<file path="config.mk">
export PLATFORM = sky130hd
export DESIGN_NAME = gpo_multipath_bank
export DESIGN_NICKNAME = d
export VERILOG_FILES = /design/src/rtl/gpo_pkg.sv /design/src/rtl/gpo_cmd_decode.sv /design/src/rtl/gpo_level_reg.sv /design/src/rtl/gpo_enable_reg.sv /design/src/rtl/gpo_pin_mux.sv /design/src/rtl/gpo_multipath_bank.sv
export SDC_FILE = /design/constraint.sdc
export NUM_CORES = 1
export LEC_CHECK = 0
export CAP_MARGIN = 40
export CORE_ASPECT_RATIO = 0.75
export CORE_MARGIN = 3
export CORE_UTILIZATION = 35
export DETAILED_ROUTE_END_ITERATION = 16
export PLACE_DENSITY = 0.87
export RECOVER_POWER = 50
export SLEW_MARGIN = 20
export SYNTH_ARGS = -nofsm -noshare
export SYNTH_HDL_FRONTEND = slang
export SYNTH_SLANG_ARGS = --single-unit
export TNS_END_PERCENT = 1
</file>
<file path="constraint.sdc">
create_clock -name clk -period 2 [get_ports clk]
set_clock_uncertainty 0.1 [all_clocks]
set_input_delay 0.4 -clock clk [delete_from_list [all_inputs] [get_ports clk]]
set_output_delay 0.4 -clock clk [all_outputs]
set_load 0.005 [all_outputs]
</file>
<file path="src/rtl/gpo_pkg.sv">
// Package: shared types for the multi-path output bank.
// Assumes two-bit per-channel command codes; the code values define behaviour.
package gpo_pkg;

    // Per-channel command codes carried in the command word.
    typedef enum logic [1:0] {
        CMD_KEEP   = 2'b00,
        CMD_SET    = 2'b01,
        CMD_CLEAR  = 2'b10,
        CMD_TOGGLE = 2'b11
    } chan_cmd_e;

    // Which write path updates the levels in a given cycle.
    typedef enum logic [1:0] {
        SRC_HOLD   = 2'd0,
        SRC_DIRECT = 2'd1,
        SRC_MASKED = 2'd2,
        SRC_CMD    = 2'd3
    } upd_src_e;

    localparam int CMD_W = 2;

endpackage

</file>
<file path="src/rtl/gpo_cmd_decode.sv">
// Module: gpo_cmd_decode
// Works out the level vector that a command write would produce from the
// current levels. Each channel reads its own two-bit field at bit 2*c.
// Assumes the command word is 2*N bits wide. Purely combinational.
module gpo_cmd_decode
    import gpo_pkg::*;
#(
    parameter int N = 8
) (
    input  logic [CMD_W*N-1:0] cmd_word,
    input  logic [N-1:0]       cur_level,
    output logic [N-1:0]       cmd_level
);

    for (genvar c = 0; c < N; c++) begin : g_chan
        chan_cmd_e fld;

        // Extract this channel's command field.
        assign fld = chan_cmd_e'(cmd_word[CMD_W*c +: CMD_W]);

        // Apply the command code to this channel's level.
        always_comb begin
            unique case (fld)
                CMD_SET:    cmd_level[c] = 1'b1;
                CMD_CLEAR:  cmd_level[c] = 1'b0;
                CMD_TOGGLE: cmd_level[c] = ~cur_level[c];
                default:    cmd_level[c] = cur_level[c];
            endcase
        end
    end

endmodule

</file>
<file path="src/rtl/gpo_level_reg.sv">
// Module: gpo_level_reg
// Holds the output levels. Picks one write path per cycle by fixed priority
// (whole-word, then masked, then command) and registers the result.
// Assumes the command result was computed from the current levels.
module gpo_level_reg
    import gpo_pkg::*;
#(
    parameter int N = 8
) (
    input  logic         clk,
    input  logic         rst_n,
    input  logic         dir_we,
    input  logic [N-1:0] dir_data,
    input  logic         msk_we,
    input  logic [N-1:0] msk_sel,
    input  logic [N-1:0] msk_val,
    input  logic         cmd_we,
    input  logic [N-1:0] cmd_level,
    output logic [N-1:0] level_q
);

    upd_src_e     src;
    logic [N-1:0] level_d;

    // Choose the winning write path for this cycle.
    always_comb begin
        if (dir_we)      src = SRC_DIRECT;
        else if (msk_we) src = SRC_MASKED;
        else if (cmd_we) src = SRC_CMD;
        else             src = SRC_HOLD;
    end

    // Form the next level vector from the winning path.
    always_comb begin
        unique case (src)
            SRC_DIRECT: level_d = dir_data;
            SRC_MASKED: level_d = (level_q & ~msk_sel) | (msk_val & msk_sel);
            SRC_CMD:    level_d = cmd_level;
            default:    level_d = level_q;
        endcase
    end

    // Level register with synchronous active-low reset.
    always_ff @(posedge clk) begin
        if (!rst_n) level_q <= '0;
        else        level_q <= level_d;
    end

    AST_RESET_CLEARS: assert property (@(posedge clk) !rst_n |=> level_q == '0);
    AST_DIRECT_LOAD: assert property (@(posedge clk) disable iff (!rst_n)
        dir_we |=> level_q == $past(dir_data));
    AST_MASK_KEEP: assert property (@(posedge clk) disable iff (!rst_n)
        (msk_we && !dir_we) |=> ((level_q & ~$past(msk_sel)) == ($past(level_q) & ~$past(msk_sel))));
    AST_MASK_APPLY: assert property (@(posedge clk) disable iff (!rst_n)
        (msk_we && !dir_we) |=> ((level_q & $past(msk_sel)) == ($past(msk_val) & $past(msk_sel))));
    AST_IDLE_HOLD: assert property (@(posedge clk) disable iff (!rst_n)
        (!dir_we && !msk_we && !cmd_we) |=> $stable(level_q));

endmodule

</file>
<file path="src/rtl/gpo_enable_reg.sv">
// Module: gpo_enable_reg
// Per-channel ownership mask. A write either sets or clears the channels
// named in the bit mask; unnamed channels keep their state.
module gpo_enable_reg #(
    parameter int N = 8
) (
    input  logic         clk,
    input  logic         rst_n,
    input  logic         en_we,
    input  logic         en_set,
    input  logic [N-1:0] en_bits,
    output logic [N-1:0] en_q
);

    logic [N-1:0] en_d;

    // Next enable mask: set or clear the selected bits.
    always_comb begin
        en_d = en_q;
        if (en_we) en_d = en_set ? (en_q | en_bits) : (en_q & ~en_bits);
    end

    // Enable register with synchronous active-low reset.
    always_ff @(posedge clk) begin
        if (!rst_n) en_q <= '0;
        else        en_q <= en_d;
    end

    AST_EN_RESET: assert property (@(posedge clk) !rst_n |=> en_q == '0);
    AST_EN_SET: assert property (@(posedge clk) disable iff (!rst_n)
        (en_we && en_set) |=> ((en_q & $past(en_bits)) == $past(en_bits)));
    AST_EN_CLEAR: assert property (@(posedge clk) disable iff (!rst_n)
        (en_we && !en_set) |=> ((en_q & $past(en_bits)) == '0));
    AST_EN_OTHERS: assert property (@(posedge clk) disable iff (!rst_n)
        en_we |=> ((en_q & ~$past(en_bits)) == ($past(en_q) & ~$past(en_bits))));

endmodule

</file>
<file path="src/rtl/gpo_pin_mux.sv">
// Module: gpo_pin_mux
// Per-channel ownership select: enabled channels show the bank level,
// disabled channels pass the alternate source. Combinational.
module gpo_pin_mux #(
    parameter int N = 8
) (
    input  logic [N-1:0] en,
    input  logic [N-1:0] level,
    input  logic [N-1:0] alt,
    output logic [N-1:0] pin
);

    for (genvar c = 0; c < N; c++) begin : g_pin
        // Select the driver for this pin.
        assign pin[c] = en[c] ? level[c] : alt[c];
    end

endmodule

</file>
<file path="src/rtl/gpo_multipath_bank.sv">
// Module: gpo_multipath_bank (top)
// Eight-channel output bank with whole-word, masked and per-channel command
// writes, an ownership enable mask, and readback of levels and enables.
// Assumes all strobes are synchronous to clk; reset is synchronous, active low.
module gpo_multipath_bank
    import gpo_pkg::*;
#(
    parameter int N = 8
) (
    input  logic               clk,
    input  logic               rst_n,
    input  logic               dir_we,
    input  logic [N-1:0]       dir_data,
    input  logic               msk_we,
    input  logic [2*N-1:0]     msk_word,
    input  logic               cmd_we,
    input  logic [CMD_W*N-1:0] cmd_word,
    input  logic               en_we,
    input  logic               en_set,
    input  logic [N-1:0]       en_bits,
    input  logic [N-1:0]       alt_i,
    output logic [N-1:0]       gpio_o,
    output logic [N-1:0]       level_o,
    output logic [N-1:0]       en_o
);

    localparam int VAL_LSB = N;

    logic [N-1:0] level_q;
    logic [N-1:0] cmd_level;
    logic [N-1:0] en_q;
    logic [N-1:0] msk_sel;
    logic [N-1:0] msk_val;

    // Split the masked-write word into its mask and value halves.
    assign msk_sel = msk_word[N-1:0];
    assign msk_val = msk_word[VAL_LSB +: N];

    gpo_cmd_decode #(.N(N)) u_cmd (
        .cmd_word  (cmd_word),
        .cur_level (level_q),
        .cmd_level (cmd_level)
    );

    gpo_level_reg #(.N(N)) u_level (
        .clk       (clk),
        .rst_n     (rst_n),
        .dir_we    (dir_we),
        .dir_data  (dir_data),
        .msk_we    (msk_we),
        .msk_sel   (msk_sel),
        .msk_val   (msk_val),
        .cmd_we    (cmd_we),
        .cmd_level (cmd_level),
        .level_q   (level_q)
    );

    gpo_enable_reg #(.N(N)) u_en (
        .clk     (clk),
        .rst_n   (rst_n),
        .en_we   (en_we),
        .en_set  (en_set),
        .en_bits (en_bits),
        .en_q    (en_q)
    );

    gpo_pin_mux #(.N(N)) u_mux (
        .en    (en_q),
        .level (level_q),
        .alt   (alt_i),
        .pin   (gpio_o)
    );

    // Readback ports.
    assign level_o = level_q;
    assign en_o    = en_q;

    AST_CMD_KEEP_ALL: assert property (@(posedge clk) disable iff (!rst_n)
        (cmd_we && !dir_we && !msk_we && cmd_word == '0) |=> $stable(level_o));
    AST_CMD_LOSES: assert property (@(posedge clk) disable iff (!rst_n)
        (cmd_we && dir_we) |=> level_o == $past(dir_data));

endmodule

</file>
== After elaboration in Yosys (flattened, before gate mapping) ==
Cells that the tools add are included.
Word-level totals
  flip-flop bits (word level): 16
  input port bits: 63
  output and inout port bits: 24
  logic and storage cells: 89
Operators by class
  equal/unequal tests: 35
  mux-type cells: 21
  bitwise operators: 15
  reduce and logical (&&, ||, !) cells: 9
Operator list (count)
  == test 2 bit, second input constant: 18
  != test 4 bit, second input constant: 8
  AND 8 bit: 3
  one-hot mux 1 bit (3 select lines): 8
  one-hot mux 8 bit (3 select lines): 1
  == test 2 x 1 -> 1 bit, second input constant: 9
  NOT 8 bit: 2
  OR 8 bit: 2
  AND reduction 2 bit: 8
  2-to-1 mux 1 bit: 8
  2-to-1 mux 8 bit: 1
  NOT 1 bit: 8
  2-to-1 mux 2 bit: 3
  nonzero test 3 bit: 1

== Longest topological paths before layout ==
  depth after elaboration: 6
  mapped depth: 5
  gate-level depth less buffers: 5

== Cells and area by module ==
Synthesis repeated with hierarchy kept, for this count alone.
Unflattened totals
  cells, all modules: 115
  area total of the unflattened synthesis: 1083.5 µm²
By module, submodules not included
  gpo_level_reg: times used 1, cells an instance 56, area an instance 526.8 µm², seq. area each 160.2 µm²
  gpo_enable_reg: times used 1, cells an instance 35, area an instance 326.6 µm², seq. area each 160.2 µm²
  gpo_pin_mux: times used 1, cells an instance 8, area an instance 120.1 µm², seq. area each 0.0 µm²
  gpo_cmd_decode: times used 1, cells an instance 16, area an instance 110.1 µm², seq. area each 0.0 µm²

== Least setup slack after synthesis ==
No wires, ideal clock.
  path kind: input to register
  start point: input cmd_word[8]
  end point: register u_level.level_q[4]
  library setup time: 0.101 ns
  data arrival time: 1.323 ns
  data required time: 1.799 ns
  setup slack: 0.476 ns
  stages: 4
  path buffers: 0
  path through: ha_1 -> mux2_4 -> a32o_1 -> o41ai_1
On the way
  longest elaborated chain between the ends: 3
  elaborated cells on any way between the ends: 7
  those cells by class: eq/ne: 4; mux: 2; reduce/logical: 1
RTL lines
  start, declared: RTL line gpo_multipath_bank.sv:17  | input logic [CMD_W*N-1:0] cmd_word,
  == test 2 bit or == test 2 x 1 -> 1 bit (tied branches): RTL line gpo_cmd_decode.sv:23  | unique case (fld)
  one-hot mux 1 bit (3 select lines) or != test 4 bit (tied branches)
  one-hot mux 8 bit (3 select lines) or AND reduction 2 bit (tied branches)
  end signal, assigned: RTL line gpo_level_reg.sv:46  | else level_q <= level_d;
  end, declared: RTL line gpo_level_reg.sv:19  | output logic [N-1:0] level_q
Parallel ways exist; a longest one is shown, timed or not.
A chain may end at the register's enable or synchronous reset.

== Worst setup path in the final report ==
  start point: input alt_i[6]
  end point: output gpio_o[6]
On the way
  longest elaborated chain between the ends: 1
RTL lines
  start, declared: RTL line gpo_multipath_bank.sv:21  | input logic [N-1:0] alt_i,
  2-to-1 mux 1 bit: RTL line gpo_pin_mux.sv:15  | assign pin[c] = en[c] ? level[c] : alt[c];
  end, declared: RTL line gpo_multipath_bank.sv:22  | output logic [N-1:0] gpio_o,
Every way passes these cells.

==> impl_metrics.json <==
{
  "outcome": "completed",
  "dieArea_um2": 4240,
  "p_sw_uw": 249,
  "max_slew_margin": 0.670,
  "drv_slew": 0,
  "cap_violations": 0,
  "fp-row-count": 17,
  "required_ns": 1.50,
  "cts_hold_buffers": 0,
  "io_buffers": 86,
  "hold_class": "flop to flop",
  "ir_drop_mv": 0.214,
  "max-clock-path-buffers": 2,
  "synth-seq-cells": 16,
  "clockRootBuffer": "clkbuf_8",
  "yosysSeqAreaShare": 0.262,
  "final.min_clock_period_ns": 1.82,
  "leakage_nw": 0.940,
  "vias_per_cell": 5.18,
  "drive_above_1_share": 0.106,
  "h-tree-depth": 1,
  "grt_usage": 0.176,
  "ys.warnings.count": 0,
  "coreArea_um2": 3130,
  "crit_arrival_ns": 1.32,
  "rsz0062_at_grt": "false",
  "areaGrowthSynthToFinish_pct": 79.1,
  "rrSetupSlack_ns": 0.66,
  "antenna_found_initial": 0,
  "dp_hpwl_mm": 3.13,
  "pwr-share-clk": 0.254,
  "grt_pass1_wl_mm": 5.86,
  "ys_top_cells_by_area": "dfxtp_1 (26%), mux2_2 (11%), ha_1 (8.2%)",
  "critPathMaxFanout": 1,
  "fin_crit_sh": 0.911,
  "max_freq_mhz": 549,
  "grt.overflow.total": 0,
  "dieHeight_um": 57.2,
  "clock-sinks": 16,
  "synth_top_area_share": 0.262,
  "numCtsBuffers": 3,
  "synth_area_leader_cell": "dfxtp_1",
  "wl_per_cell_um": 13.9,
  "fillers": 255,
  "grt_pass1_vias": 1308,
  "switching_share": 0.261,
  "ant_nets": 0,
  "dieWidth_um": 74.2,
  "power_frac_comb": 0.364,
  "start_kind": "input port",
  "diodes": 0,
  "io-pin-count": 87,
  "hold_viol": 0,
  "synth_nets": 218,
  "clkTransAtPathRegs_ns": 0.06,
  "path_class": "input port to primary output",
  "placedInstanceArea_um2": 2140,
  "initial_utilization": 0.391,
  "drt_iter0_drc": 60,
  "layout_commonest_cell": "clkdlybuf4s50_1",
  "final_nets": 309,
  "p_int_uw": 705,
  "via_count": 1419,
  "cts_tree": "done",
  "syn_inst": 147,
  "drc": 0,
  "wirelength_mm": 3.81,
  "place.gp.congestion": 0.777,
  "syn_avg_cell_area_um2": 8.31,
  "stdcell_area_um2": 2190,
  "p_seq_frac": 0.382,
  "syn-cell-area_um2": 1220,
  "ys_types": 25,
  "setup-violations-final": 0,
  "grt_max_degree": 17,
  "final_cell_mix": "clkdlybuf4s50_1 (66), nand2_1 (20), dfxtp_1 (16)",
  "clkLatencyLatePin_ns": 0.24,
  "critPathCaptureType": "primary output",
  "timing_worst_slew_pin_value_ns": 0.494,
  "power_density_nw_per_um2": 436,
  "setup_tns_ns": 0,
  "first_pass_iters": 4
}
-- Yosys cell counts --
cell type	instances
a2111o_1	1
a211o_1	3
a21oi_1	12
a221oi_1	4
a22oi_1	4
a32o_1	4
buf_2	1
buf_6	2
clkbuf_1	5
dfxtp_1	16
ha_1	8
inv_1	6
mux2_2	12
mux2_4	1
mux2i_1	7
nand2_1	20
nand2b_1	5
nand3_1	8
nor2_1	8
nor2b_1	6
o21ai_0	8
o21bai_1	1
o311a_1	3
o41ai_1	1
or2_4	1
-- per-stage QoR --
step / utilization / cells / worst slack (ns) / total power [mW] / hold WS, ns
2_1_floorplan: - / 147 / 0.476 / 0.503 / 0.370
3_3_place_gp: 0.685 / 271 / -0.0164 / 0.724 / 0.368
3_5_place_dp: 0.685 / 271 / -0.0653 / 0.732 / 0.373
4_1_cts: 0.697 / 274 / 0.00289 / 0.974 / 0.382
5_1_grt: 0.699 / 274 / 0.149 / 1.01 / 0.401
6_report: 0.699 / 274 / 0.178 / 0.954 / 0.377
-- per-layer routing --
layer / track usage / vias to the layer above / wire length (um)
li1: - / 721 / -
met4: 0.0233 / 0 / 8
met1: 0.222 / 631 / 1630
met3: 0.0493 / 2 / 390
met5: 0 / - / 0
met2: 0.304 / 65 / 1790
-- worst paths after layout --
path / start / end / depth (start not counted)
worst max-delay path: alt_i[6] / gpio_o[6] / 3
worst min register to register: flop / flop / 2
worst max register to register: u_level.level_q[7]$_SDFFE_PN0P_ / u_level.level_q[7]$_SDFFE_PN0P_ / 3
worst min-delay path: flop / flop / 2
-- power groups by stage --
stage                     Sequential (mW)  Combinational [mW]  Clock (mW)
after floorplan                     0.368               0.134           0
after global placement              0.372               0.352           0
after detailed placement            0.373               0.359           0
after CTS                           0.366               0.357       0.251
after global routing                0.369               0.379       0.263
final                               0.364               0.347       0.243
-- worst max-delay path, cell delays in order --
cell	delay, ns
clkdlybuf4s50_1	0.41
mux2_2	0.25
dlygate4sd2_1	0.26
-- cells by family after synthesis --
| logic type | count (synthesis) | synth area share |
|---|---|---|
| AO/OA/AOI/OAI | 41 | 0.237 |
| adder cells (fa/ha/maj) | 8 | 0.0820 |
| flip-flops | 16 | 0.262 |
| AND/OR/NAND/NOR | 48 | 0.182 |
| multiplexers | 20 | 0.180 |
| buffers and inverters | 14 | 0.0563 |
-- layout make-up --
class	instances	area, um^2	share of cell area
Clock buffer	3	41.3	0.0189
Inverter	6	22.5	0.0103
Multi-Input combinational cell	117	832	0.380
Sequential cell	16	320	0.146
Tap cell	38	47.5	0.0217
Timing Repair Buffer	94	923	0.422
-- repair_timing --
| action | in CTS | in global routing |
|---|---|---|
| cloned | 0 | 0 |
| gates resized for setup | 4 | 4 |
| setup endpoints to repair | 4 | 4 |
| hold endpoints to repair | 0 | 0 |
| setup buffers | 0 | 0 |
No activity file was read; power rests on OpenSTA's default activity.
